--- src/rtl/pwm_sel_pkg.sv ---
package pwm_sel_pkg;

    // Active/pending region encoding
    typedef enum logic [1:0] {
        REG_BASE = 2'd0,
        REG_MID  = 2'd1,
        REG_HIGH = 2'd2
    } region_e;

    localparam int NUM_REGIONS = 3;

    // Strict threshold comparison results for one evaluation
    typedef struct packed {
        logic over_lo_rise;
        logic under_lo_fall;
        logic over_hi_rise;
        logic under_hi_fall;
    } cmp_t;

    // One-step hysteretic move; rising move is considered first at mid
    function automatic region_e step_region(region_e cur, cmp_t c);
        region_e nxt;
        nxt = cur;
        unique case (cur)
            REG_BASE: if (c.over_lo_rise)  nxt = REG_MID;
            REG_MID: begin
                if (c.over_hi_rise)        nxt = REG_HIGH;
                else if (c.under_lo_fall)  nxt = REG_BASE;
            end
            REG_HIGH: if (c.under_hi_fall) nxt = REG_MID;
            default:                       nxt = REG_BASE;
        endcase
        return nxt;
    endfunction

endpackage

--- src/rtl/pwm_sel_cmp.sv ---
module pwm_sel_cmp
    import pwm_sel_pkg::*;
#(
    parameter int DUTY_W = 16
) (
    input  logic [DUTY_W-1:0] duty,
    input  logic [DUTY_W-1:0] th_lo_rise,
    input  logic [DUTY_W-1:0] th_lo_fall,
    input  logic [DUTY_W-1:0] th_hi_rise,
    input  logic [DUTY_W-1:0] th_hi_fall,
    output cmp_t              cmp
);
    // All comparisons strict: equality never crosses a boundary
    always_comb begin
        cmp.over_lo_rise  = duty > th_lo_rise;
        cmp.under_lo_fall = duty < th_lo_fall;
        cmp.over_hi_rise  = duty > th_hi_rise;
        cmp.under_hi_fall = duty < th_hi_fall;
    end
endmodule

--- src/rtl/pwm_sel_eval.sv ---
module pwm_sel_eval
    import pwm_sel_pkg::*;
(
    input  logic    clk,
    input  logic    rst,
    input  logic    auto_en,
    input  logic    duty_vld,
    input  cmp_t    cmp,
    output region_e pend
);
    region_e pend_q;
    region_e pend_d;

    always_comb begin
        pend_d = pend_q;
        if (duty_vld) pend_d = step_region(pend_q, cmp);
    end

    always_ff @(posedge clk) begin
        if (rst || !auto_en) pend_q <= REG_BASE;
        else                 pend_q <= pend_d;
    end

    assign pend = pend_q;

    AST_PEND_NO_JUMP: assert property (@(posedge clk) disable iff (rst)
        ($past(pend_q) == REG_BASE) |-> (pend_q != REG_HIGH));

    AST_PEND_NO_DROP2: assert property (@(posedge clk) disable iff (rst)
        ($past(pend_q) == REG_HIGH && $past(auto_en)) |-> (pend_q != REG_BASE));

    AST_PEND_NEEDS_VLD: assert property (@(posedge clk) disable iff (rst)
        (auto_en && !duty_vld) |=> (pend_q == $past(pend_q)));

    AST_BASE_STRICT: assert property (@(posedge clk) disable iff (rst)
        (auto_en && duty_vld && pend_q == REG_BASE && !cmp.over_lo_rise)
        |=> (pend_q == REG_BASE));
endmodule

--- src/rtl/pwm_sel_commit.sv ---
module pwm_sel_commit
    import pwm_sel_pkg::*;
(
    input  logic    clk,
    input  logic    rst,
    input  logic    auto_en,
    input  logic    period_end,
    input  region_e pend,
    output region_e act
);
    region_e act_q;

    always_ff @(posedge clk) begin
        if (rst || !auto_en)  act_q <= REG_BASE;
        else if (period_end)  act_q <= pend;
    end

    assign act = act_q;

    AST_COMMIT_ON_BOUNDARY: assert property (@(posedge clk) disable iff (rst)
        (auto_en && !period_end) |=> (act_q == $past(act_q)));

    AST_COMMIT_TAKES_PEND: assert property (@(posedge clk) disable iff (rst)
        (auto_en && period_end) |=> (act_q == $past(pend)));
endmodule

--- src/rtl/pwm_sel_mux.sv ---
module pwm_sel_mux
    import pwm_sel_pkg::*;
#(
    parameter int CFG_W = 32
) (
    input  logic [NUM_REGIONS-1:0][CFG_W-1:0] words,
    input  region_e                           sel,
    output logic [CFG_W-1:0]                  word_out
);
    localparam int IDX_W = $clog2(NUM_REGIONS);

    logic [NUM_REGIONS-1:0][CFG_W-1:0] gated;

    // One-hot AND-OR selection, one lane per region
    for (genvar g = 0; g < NUM_REGIONS; g++) begin : g_lane
        assign gated[g] = (sel == region_e'(IDX_W'(g))) ? words[g] : '0;
    end

    always_comb begin
        word_out = '0;
        for (int i = 0; i < NUM_REGIONS; i++) word_out = word_out | gated[i];
    end
endmodule

--- src/rtl/pwm_cfg_selector.sv ---
module pwm_cfg_selector
    import pwm_sel_pkg::*;
#(
    parameter int DUTY_W = 16,
    parameter int CFG_W  = 32
) (
    input  logic              clk,
    input  logic              rst,
    input  logic              auto_en,
    input  logic [DUTY_W-1:0] duty,
    input  logic              duty_vld,
    input  logic              period_end,
    input  logic [CFG_W-1:0]  cfg_base,
    input  logic [CFG_W-1:0]  cfg_mid,
    input  logic [CFG_W-1:0]  cfg_high,
    input  logic [DUTY_W-1:0] th_lo_rise,
    input  logic [DUTY_W-1:0] th_lo_fall,
    input  logic [DUTY_W-1:0] th_hi_rise,
    input  logic [DUTY_W-1:0] th_hi_fall,
    output logic [CFG_W-1:0]  cfg_out,
    output logic [1:0]        region
);
    cmp_t    cmp;
    region_e pend;
    region_e act;
    logic [NUM_REGIONS-1:0][CFG_W-1:0] words;

    assign words[REG_BASE] = cfg_base;
    assign words[REG_MID]  = cfg_mid;
    assign words[REG_HIGH] = cfg_high;

    pwm_sel_cmp #(.DUTY_W(DUTY_W)) u_cmp (
        .duty       (duty),
        .th_lo_rise (th_lo_rise),
        .th_lo_fall (th_lo_fall),
        .th_hi_rise (th_hi_rise),
        .th_hi_fall (th_hi_fall),
        .cmp        (cmp)
    );

    pwm_sel_eval u_eval (
        .clk      (clk),
        .rst      (rst),
        .auto_en  (auto_en),
        .duty_vld (duty_vld),
        .cmp      (cmp),
        .pend     (pend)
    );

    pwm_sel_commit u_commit (
        .clk        (clk),
        .rst        (rst),
        .auto_en    (auto_en),
        .period_end (period_end),
        .pend       (pend),
        .act        (act)
    );

    pwm_sel_mux #(.CFG_W(CFG_W)) u_mux (
        .words    (words),
        .sel      (act),
        .word_out (cfg_out)
    );

    assign region = act;

    AST_REGION_LEGAL: assert property (@(posedge clk) disable iff (rst)
        region != 2'd3);

    AST_FORCED_BASE: assert property (@(posedge clk) disable iff (rst)
        !auto_en |=> (region == 2'd0 && cfg_out == cfg_base));

    AST_RESET_BASE: assert property (@(posedge clk)
        rst |=> (region == 2'd0));

    AST_OUT_TRACKS_MID: assert property (@(posedge clk) disable iff (rst)
        (region == 2'd1) |-> (cfg_out == cfg_mid));
endmodule

--- config.mk ---
export PLATFORM = sky130hd
export DESIGN_NAME = pwm_cfg_selector
export DESIGN_NICKNAME = d
export VERILOG_FILES = /design/src/rtl/pwm_sel_pkg.sv /design/src/rtl/pwm_sel_cmp.sv /design/src/rtl/pwm_sel_eval.sv /design/src/rtl/pwm_sel_commit.sv /design/src/rtl/pwm_sel_mux.sv /design/src/rtl/pwm_cfg_selector.sv
export SDC_FILE = /design/constraint.sdc
export NUM_CORES = 1
export LEC_CHECK = 0
export BUFFER_PORTS_ARGS = -buffer_cell sky130_fd_sc_hd__buf_2
export CAP_MARGIN = 15
export CORE_MARGIN = 5
export CORE_UTILIZATION = 42
export CTS_CLUSTER_SIZE = 24
export DETAILED_ROUTE_END_ITERATION = 8
export PLACE_DENSITY = 0.95
export SYNTH_ARGS = -nofsm -noshare
export SYNTH_HDL_FRONTEND = slang
export SYNTH_SLANG_ARGS = --single-unit
export TNS_END_PERCENT = 50
--- constraint.sdc ---
create_clock -name clk -period 6 [get_ports clk]
set_input_delay 0.9 -clock clk [delete_from_list [all_inputs] [get_ports clk]]
set_output_delay 0.9 -clock clk [all_outputs]
set_load 0.01 [all_outputs]
# Word level (Yosys, flattened, before mapping)
# Cells that the tools add are included.
# totals
register_bits,4
latchBits,0
ramBits,0
mem_bits_ro,0
input_bits,181
out_inout_bits,34
wordCells,28
memories,0
# classes
n_addsub,0
n_mul,0
n_div,0
order_cmp,4
eq_ne,7
shifts,0
n_mux,8
n_bitwise,2
n_reduce_logical,5
# ops
cell,n
$mux 32,3
$or 32x32->32,2
$gt 16x16->1,2
$lt 16x16->1,2
$mux 2,4
$pmux 2 s3,1
$eq 2x1->1 const B,2
$eq 2x2->1 const B,2
$logic_not 2->1,2
$ne 2x2->1 const B,2
$reduce_and 4->1,1
$ne 3x3->1 const B,1
$logic_not 1->1,1
$logic_or 1x1->1,1

# Logic depth before layout (Yosys ltp)
# Gate-level depths: netlist (run 1).
# logic_depth
ltp_word,4
mapped_depth,9
ltp_nobuf,9

# Hierarchy
# A second synthesis (run 1) with hierarchy kept.
# hier_totals
cells_unflattened,314
hier_area_um2,2556.2
# modules_own_cells
module,instances,cells_each,area_each_um2,seq_area_each_um2
pwm_sel_cmp,1,217,1587.8,0.0
pwm_sel_mux,1,77,787.0,0.0
pwm_sel_eval,1,13,107.6,40.0
pwm_sel_commit,1,7,73.8,40.0

# Worst setup path after synthesis (run 1)
# No wires, ideal clock.
# synth_path
kind,in2reg
from,input th_lo_rise[11]
to,register u_eval.pend_q[1] (netlist: u_eval.pend[1])
setup_ns,0.101
arrival_ns,2.563
required_ns,5.899
setup_slack_ns,3.336
path_stages,9
n_path_buf,0
cell_sequence,inv_1 -> ha_1 -> nand4_1 -> or3_1 -> o41ai_1 -> a31oi_1 -> o211a_1 -> or3b_1 -> o41ai_1
# synth_between
elab_chain_len,3
# synth_rtl
item,line_no,rtl
"start, declared",pwm_cfg_selector.sv:16,"input logic [DUTY_W-1:0] th_lo_rise,"
$gt 16x16->1,pwm_sel_cmp.sv:15,cmp.over_lo_rise = duty > th_lo_rise;
$ne 2x2->1 (no source line),-,
$reduce_and 4->1 (no source line),-,
"end signal, assigned",pwm_sel_eval.sv:21,else pend_q <= pend_d;
"end, declared",pwm_sel_eval.sv:11,region_e pend_q;
# Every way passes these cells.
# A chain may end at the register's enable or synchronous reset.

# Worst setup path after layout (run 1)
# layout_path
from,register u_commit.act_q[0] (netlist: u_commit.act[0])
to,output cfg_out[11]
# layout_between
elab_chain_len,4
word_cells_on_any_way,8
classes_between,eq/ne: 2; mux: 3; bitwise: 2; reduce/logical: 1
# layout_rtl
item,line_no,rtl
"start, declared",pwm_sel_commit.sv:11,region_e act_q;
"start signal, assigned",pwm_sel_commit.sv:15,else if (period_end) act_q <= pend;
$eq 2x1->1 / $logic_not 2->1 (equally long branches),pwm_sel_mux.sv:16,assign gated[g] = (sel == region_e'(IDX_W'(g))) ? words[g] : '0;
$mux 32,pwm_sel_mux.sv:16,
$or 32x32->32,pwm_sel_mux.sv:21,for (int i = 0; i < NUM_REGIONS; i++) word_out = word_out | gated[i];
$or 32x32->32 (*),pwm_sel_mux.sv:21,
"end, declared",pwm_cfg_selector.sv:20,"output logic [CFG_W-1:0] cfg_out,"
# Every way passes the cells marked *; elsewhere a longest branch is shown, timed or not.

==> metrics.txt, run 1 <==
CTS clk-pin slew, worst paths 30 ps; startpoint types register; Critical Path Max Stage Delay around 1100 ps; port bufs 214; n_diodes 0; CP Max Fanout 35; reg-to-reg critical path startpoint u_eval.pend[0]; TritonCTS clock tree done; RePlAce Congestion 0.9534; sequential share of the synthesized area 0.03328; clk buf depth 2; CP Data Required Time 5100 ps; Detailed Route WL between 9000 and 10,000 microns; worst reg2reg path depth 5; minimum clock period 3597 ps; pre-CTS setup slack approximately 2700 ps; die height roughly 86 microns; post-synth top area share 0.3224; CTS sink count 4; Synth cell types 38; area added between synthesis and finish 48.41%; unrepaired setup endpoints after global routing no; post_cts resized 0; io pins 215; Starting Density 0.4343; Syn Inst Count 343; Max-cap violations 0; GRT met1 Usage 0.2794; Worst slew margin 0.2166; worst slew pin tran 1170 ps; drt drc 0; met2 usage 0.4428; Peak VDD IR slightly below 0.05 mV; Hold Startpoint u_eval.pend[1]; Synth Register Bits 4; outcome completed; initial antenna violation count 0; Fmax achieved between 200 and 300 MHz; Crit Path Class register to output port; crit path cell chain nor2b_2, nand2_1, o21ai_0, buf_2; core area ~5500 sq um; final hold vios 0; die area 7343 sq um; Via Count 3,245; CP bufs+invs 1; total grt overflow 0; Hold Path Depth 2; CTS Hold Bufs 0; Final Max Tran Viols 0; vias per cell 5.225; vias in the first global route 3,294; Worst EP arrival 2700 ps; commonest cells after routing, fill and taps aside buf_2 (214), inv_1 (63), ha_1 (62), nand2_1 (40); P_leak 2.064 nW; Synth warnings 0; top cells by area, synth ha_1 (32%), mux2i_1 (14%), inv_1 (9.8%); Syn Area/Cell 7.015 sq um; # setup viols final 0; Final #Nets 794; Worst Hold End u_commit.act[1]; layout cell share with drive strength beyond 1 0.4062; initial DRC count 80; GR Util All Layers 0.2414; root buf cell clkbuf_8; crit end category output port; FF-to-FF End u_eval.pend[1]; slack of the critical path approximately 2400 ps; CP max stage cell nor2b_2; CP delay by family, top simple AND/OR/NAND/NOR gates; H-tree depth 1; Pwr Density 80.09 nW/um^2; hold crit path type register to register; reg-to-reg slack, setup 4440 ps; setup TNS 0 ps; Skew-Pair Late Insertion Delay 220 ps; Routed Antenna Nets 0; Chip Width about 86 microns; final worst path period share 0.5994; pin count of the biggest net entering global routing 36; first-pass GRT wire length 14,590 microns; drt wl/cell approximately 16 microns; cell area after synthesis 2406 sq um; Post-DP HPWL 8601 microns; Final Skew 2.971 ps; area leader, netlist ha_1; commonest non-fill, non-tap cell in the layout buf_2; CTS buffer count 3; # rows 27; setup bufs post-CTS 0; drt first pass iters 6; met3 Track Usage GR 0.04611; GR peak layer met2; Syn Nets 586
## area by class of cell
cell class,count,area [sq um]
timing repair buffer,214,1071
multi-input combinational,265,2051
clock buffer,3,41.29
sequential,4,81.33
tap,72,90.09
inverter,63,236.5
fill,506,1969
## flip-flops by register name, indices dropped and copies added (netlist names)
name,count
u_eval.pend,2
u_commit.act,2
## synthesized netlist by cell type
master	n
a2111oi_0	1
a211o_1	1
a211oi_1	2
a21bo_1	1
a21boi_0	1
a21o_1	7
a21oi_1	20
a21oi_2	1
a221oi_1	2
a31oi_1	2
and3_1	1
buf_1	2
clkbuf_1	9
dfxtp_1	4
ha_1	62
inv_1	63
mux2i_1	34
nand2_1	40
nand2b_1	4
nand3_1	6
nand4_1	10
nand4_2	2
nor2_1	8
nor2b_1	5
nor3_1	1
nor3b_1	1
nor4_2	1
o211a_1	1
o211ai_1	2
o21a_1	2
o21ai_0	34
o21ai_1	2
o31ai_1	2
o41ai_1	3
or2b_1	2
or3_1	2
or3b_1	1
or4_1	1
## worst max path at each step
stage | from | end | slack (ps) | depth (start not counted)
2_1_floorplan | th_lo_rise[11] | u_eval.pend[1] | 3340 | 9
3_3_place_gp | u_commit.act[0] | cfg_out[5] | 2820 | 4
3_5_place_dp | u_commit.act[0] | cfg_out[11] | 2670 | 4
4_1_cts | u_commit.act[0] | cfg_out[11] | 2440 | 4
5_1_grt | u_commit.act[0] | cfg_out[8] | 2190 | 4
6_report | u_commit.act[0] | cfg_out[11] | 2400 | 4
## cell families (layout without fill, tap and decap cells)
group | after synthesis | count (layout) | synth area share
buffers and inverters | 74 | 280 | 0.1154
and+or+nand+nor | 85 | 85 | 0.1784
adders and majority gates | 62 | 62 | 0.3224
muxes | 34 | 34 | 0.1414
DFF | 4 | 4 | 0.03328
AOI/OAI and AO/OA | 84 | 84 | 0.2090
## worst min-delay path: stages (launching register included)
cell	delay, ps
dfxtp_1	350
mux2i_1	140
nor2_1	50
## per-stage QoR
step | instances | hold slack, ps | total power, W | util | cell area, sq um
after floorplan | 343 | 518.3 | 0.0001249 | - | 2406
after CTS | 621 | 578.6 | 0.0002881 | 0.6445 | 3571
after global routing | 621 | 618.8 | 0.0003159 | 0.6445 | 3571
after detailed placement | 618 | 566.6 | 0.0002273 | 0.6371 | 3530
after global placement | 618 | 559.5 | 0.0002166 | 0.6371 | 3530
final | 621 | 585.2 | 0.0002860 | 0.6445 | 3571
## where the power goes
part | switching (W) | internal (W) | leakage (nW) | total [W]
logic | 0.0000981 | 0.000102 | 2.01 | 0.000200
registers | 0.00000124 | 0.0000272 | 0.0328 | 0.0000284
clock network | 0.0000150 | 0.0000429 | 0.0216 | 0.0000579
total | 0.000114 | 0.000172 | 2.06 | 0.000286
## metal layers
layer	routed length [microns]	share of wire
met5	0	0
met4	176	0.018
met3	756	0.078
met2	4926	0.51
met1	3792	0.39
(Power assumes the default switching activity.)
==> run 2, diff against run 1 <==
--- a/config.mk
+++ b/config.mk
@@ -5,13 +5,14 @@
 export SDC_FILE = /design/constraint.sdc
 export NUM_CORES = 1
 export LEC_CHECK = 0
+export ABC_AREA = 1
 export BUFFER_PORTS_ARGS = -buffer_cell sky130_fd_sc_hd__buf_2
 export CAP_MARGIN = 15
 export CORE_MARGIN = 5
-export CORE_UTILIZATION = 42
+export CORE_UTILIZATION = 40
 export CTS_CLUSTER_SIZE = 24
 export DETAILED_ROUTE_END_ITERATION = 8
-export PLACE_DENSITY = 0.95
+export PLACE_DENSITY = 0.94
 export SYNTH_ARGS = -nofsm -noshare
 export SYNTH_HDL_FRONTEND = slang
 export SYNTH_SLANG_ARGS = --single-unit
==> constraint.sdc (replaced) <==
create_clock -name clk -period 3.7 [get_ports clk]
set_input_delay 0.555 -clock clk [delete_from_list [all_inputs] [get_ports clk]]
set_output_delay 0.555 -clock clk [all_outputs]
set_load 0.01 [all_outputs]
==> metrics.txt, run 2 <==
# setup viols final 0; Final Skew 1.736 ps; die height 89.73 microns; P_leak between 2 and 2.5 nW; io pins 215; post_cts resized 0; initial DRC count 116; sequential share of the synthesized area 0.03150; CTS sink count 4; Worst EP arrival 1950 ps; hold crit path type register to register; Routed Antenna Nets 0; minimum clock period 2503 ps; logic gate share of total power 0.731; Chip Width 89.73 microns; Top FF cell, synth dfxtp_1; met2 wire length 4898 microns; outcome completed; final worst path period share 0.6765; startpoint types register; Starting Density 0.4050; drt wl/cell 13.05 microns; unrepaired setup endpoints after global routing no; CP Max Fanout 32; commonest non-fill, non-tap cell in the layout buf_2; # rows 29; Synth warnings 0; final hold vios 0; CTS clk-pin slew, worst paths roughly 30 ps; drt first pass iters 5; Detailed Route WL 9395 microns; CP bufs+invs 2; Sw Pwr 0.0002281 W; setup TNS 0 ps; Syn Inst Count 438; Fmax achieved 399.5 MHz; P_int 0.0002971 W; Peak VDD IR 0.08804 mV; CP delay by family, top simple AND/OR/NAND/NOR gates; top layer in use met4; Worst slew margin 0.6091; area leader, netlist ha_1; Clock Power Share 0.180; Post-synth top cells inv_1 (114), nand2_1 (95), ha_1 (62); Seq pwr share 0.089; Final #Nets 888; vias per cell 4.863; crit end category output port; first-pass GRT wire length roughly 15,000 microns; layout cell share with drive strength beyond 1 0.3530; Non-Filler Instances 720; Pwr Density roughly 140 nW/um^2; H-tree depth 1; CTS buffer count 3; initial antenna violation count 0; worst slew pin tran 586.3 ps; Skew-Pair Late Insertion Delay between 200 and 250 ps; port bufs approximately 210; clk buf depth 2; Max-cap violations 0; vias in the first global route around 3,500; core area 6277 sq um; CP Data Required Time 3140 ps; M1 WL 3574 microns; n_diodes 0; TritonCTS clock tree done; drt drc 0; Critical Path Max Stage Delay 550 ps; Synth Register Bits 4; post-synth top area share 0.3051; Syn Area/Cell 5.805 sq um; pin count of the biggest net entering global routing 34; CTS Hold Bufs 0; Post-DP HPWL 8523 microns; cell area after synthesis 2542 sq um; area added between synthesis and finish 45.96%; total grt overflow 0; setup bufs post-CTS 0; die area 8051 sq um; cell with the most instances after synthesis inv_1; RePlAce Congestion 0.9586; GR Util All Layers 0.2186; commonest cells after routing, fill and taps aside buf_2 (214), inv_1 (114), nand2_1 (95), ha_1 (62), nand3_1 (39); Via Count 3,501; sw frac 0.4343; root buf cell clkbuf_8; post-synthesis async set-or-reset flop share 0; Post-synth EDFFs 0; placed cells roughly 720; crit path cell chain buf_4, or2_2, o211ai_1, buf_2; wire length on met3 ~810 microns; Synth cell types 22; Crit Path Class register to output port; top cells by area, synth ha_1 (31%), inv_1 (17%), nand2_1 (14%); Syn Nets around 680; Final Max Tran Viols 0; CP max stage cell or2_2
[run 2: cell types whose count changed after synthesis, moves of 9 or more]
cell / change
o21ai_0: -25
a21oi_1: +9
o211ai_1: +30
mux2i_1: -34
nand2_1: +55
nand3_1: +33
nor2_1: +13
inv_1: +51
[run 2: worst paths after layout]
kind	startpoint	to	slack, ps	depth (start not counted)
worst max-delay path	u_commit.act[0]	cfg_out[16]	1200	4
worst min-delay path	u_eval.pend[1]	u_eval.pend[1]	510	2
worst min register to register	u_eval.pend[1]	u_eval.pend[1]	510	2
worst max register to register	u_eval.pend[0]	u_eval.pend[0]	2600	5
[run 2: worst register-to-register path, delay by kind of cell (launching register included)]
family | cells | cell delay (ps)
AND/OR/NAND/NOR | 3 | 350
AO/OA/AOI/OAI | 1 | 180
buffers and inverters | 1 | 80
flip-flops | 1 | 370
[run 2: logic make-up (layout without fill, tap and decap cells)]
logic type               after synthesis  after routing  synth area share
AND/OR/NAND/NOR                      167            167            0.2845
AO/OA/AOI/OAI                         76             76            0.1865
adder cells (fa/ha/maj)               62             62            0.3051
buffers and inverters                129            334            0.1924
flip-flops                             4              4           0.03150
[run 2: layout make-up]
type | count | area, sq um
clock buffers | 3 | 41.29
multi-input cells | 305 | 1976
inverters | 115 | 431.7
flip-flops and latches | 4 | 80.08
fillers | 576 | 2566
repair buffers | 216 | 1086
well taps | 77 | 96.34
[run 2: layer usage]
metal  vias to the layer above  global-route usage
met2                       152              0.4110
met4                         0             0.04660
li1                       1825                   -
met1                      1509              0.2482
met3                        15             0.04841
met5                         -                   0
[run 2: power by group through the flow]
stage / logic (W) / registers [W] / clock network (W)
finish: 0.000384 / 0.0000468 / 0.0000945
global route: 0.000439 / 0.0000471 / 0.000101
CTS: 0.000386 / 0.0000468 / 0.0000949
detailed placement: 0.000384 / 0.0000474 / 0
global placement: 0.000366 / 0.0000472 / 0
floorplan: 0.000206 / 0.0000467 / 0
[run 2: per-stage QoR]
stage | setup WS [ps] | total power (W) | hold WS [ps] | util | cell area (sq um)
after detailed placement | 1454 | 0.0004317 | 511.2 | 0.5846 | 3670
after floorplan | 1852 | 0.0002526 | 471.4 | - | 2542
after global routing | 1055 | 0.0005865 | 536.4 | 0.5912 | 3711
after global placement | 1583 | 0.0004128 | 484.3 | 0.5846 | 3670
final | 1197 | 0.0005252 | 512.3 | 0.5912 | 3711
after CTS | 1224 | 0.0005278 | 516.3 | 0.5912 | 3711
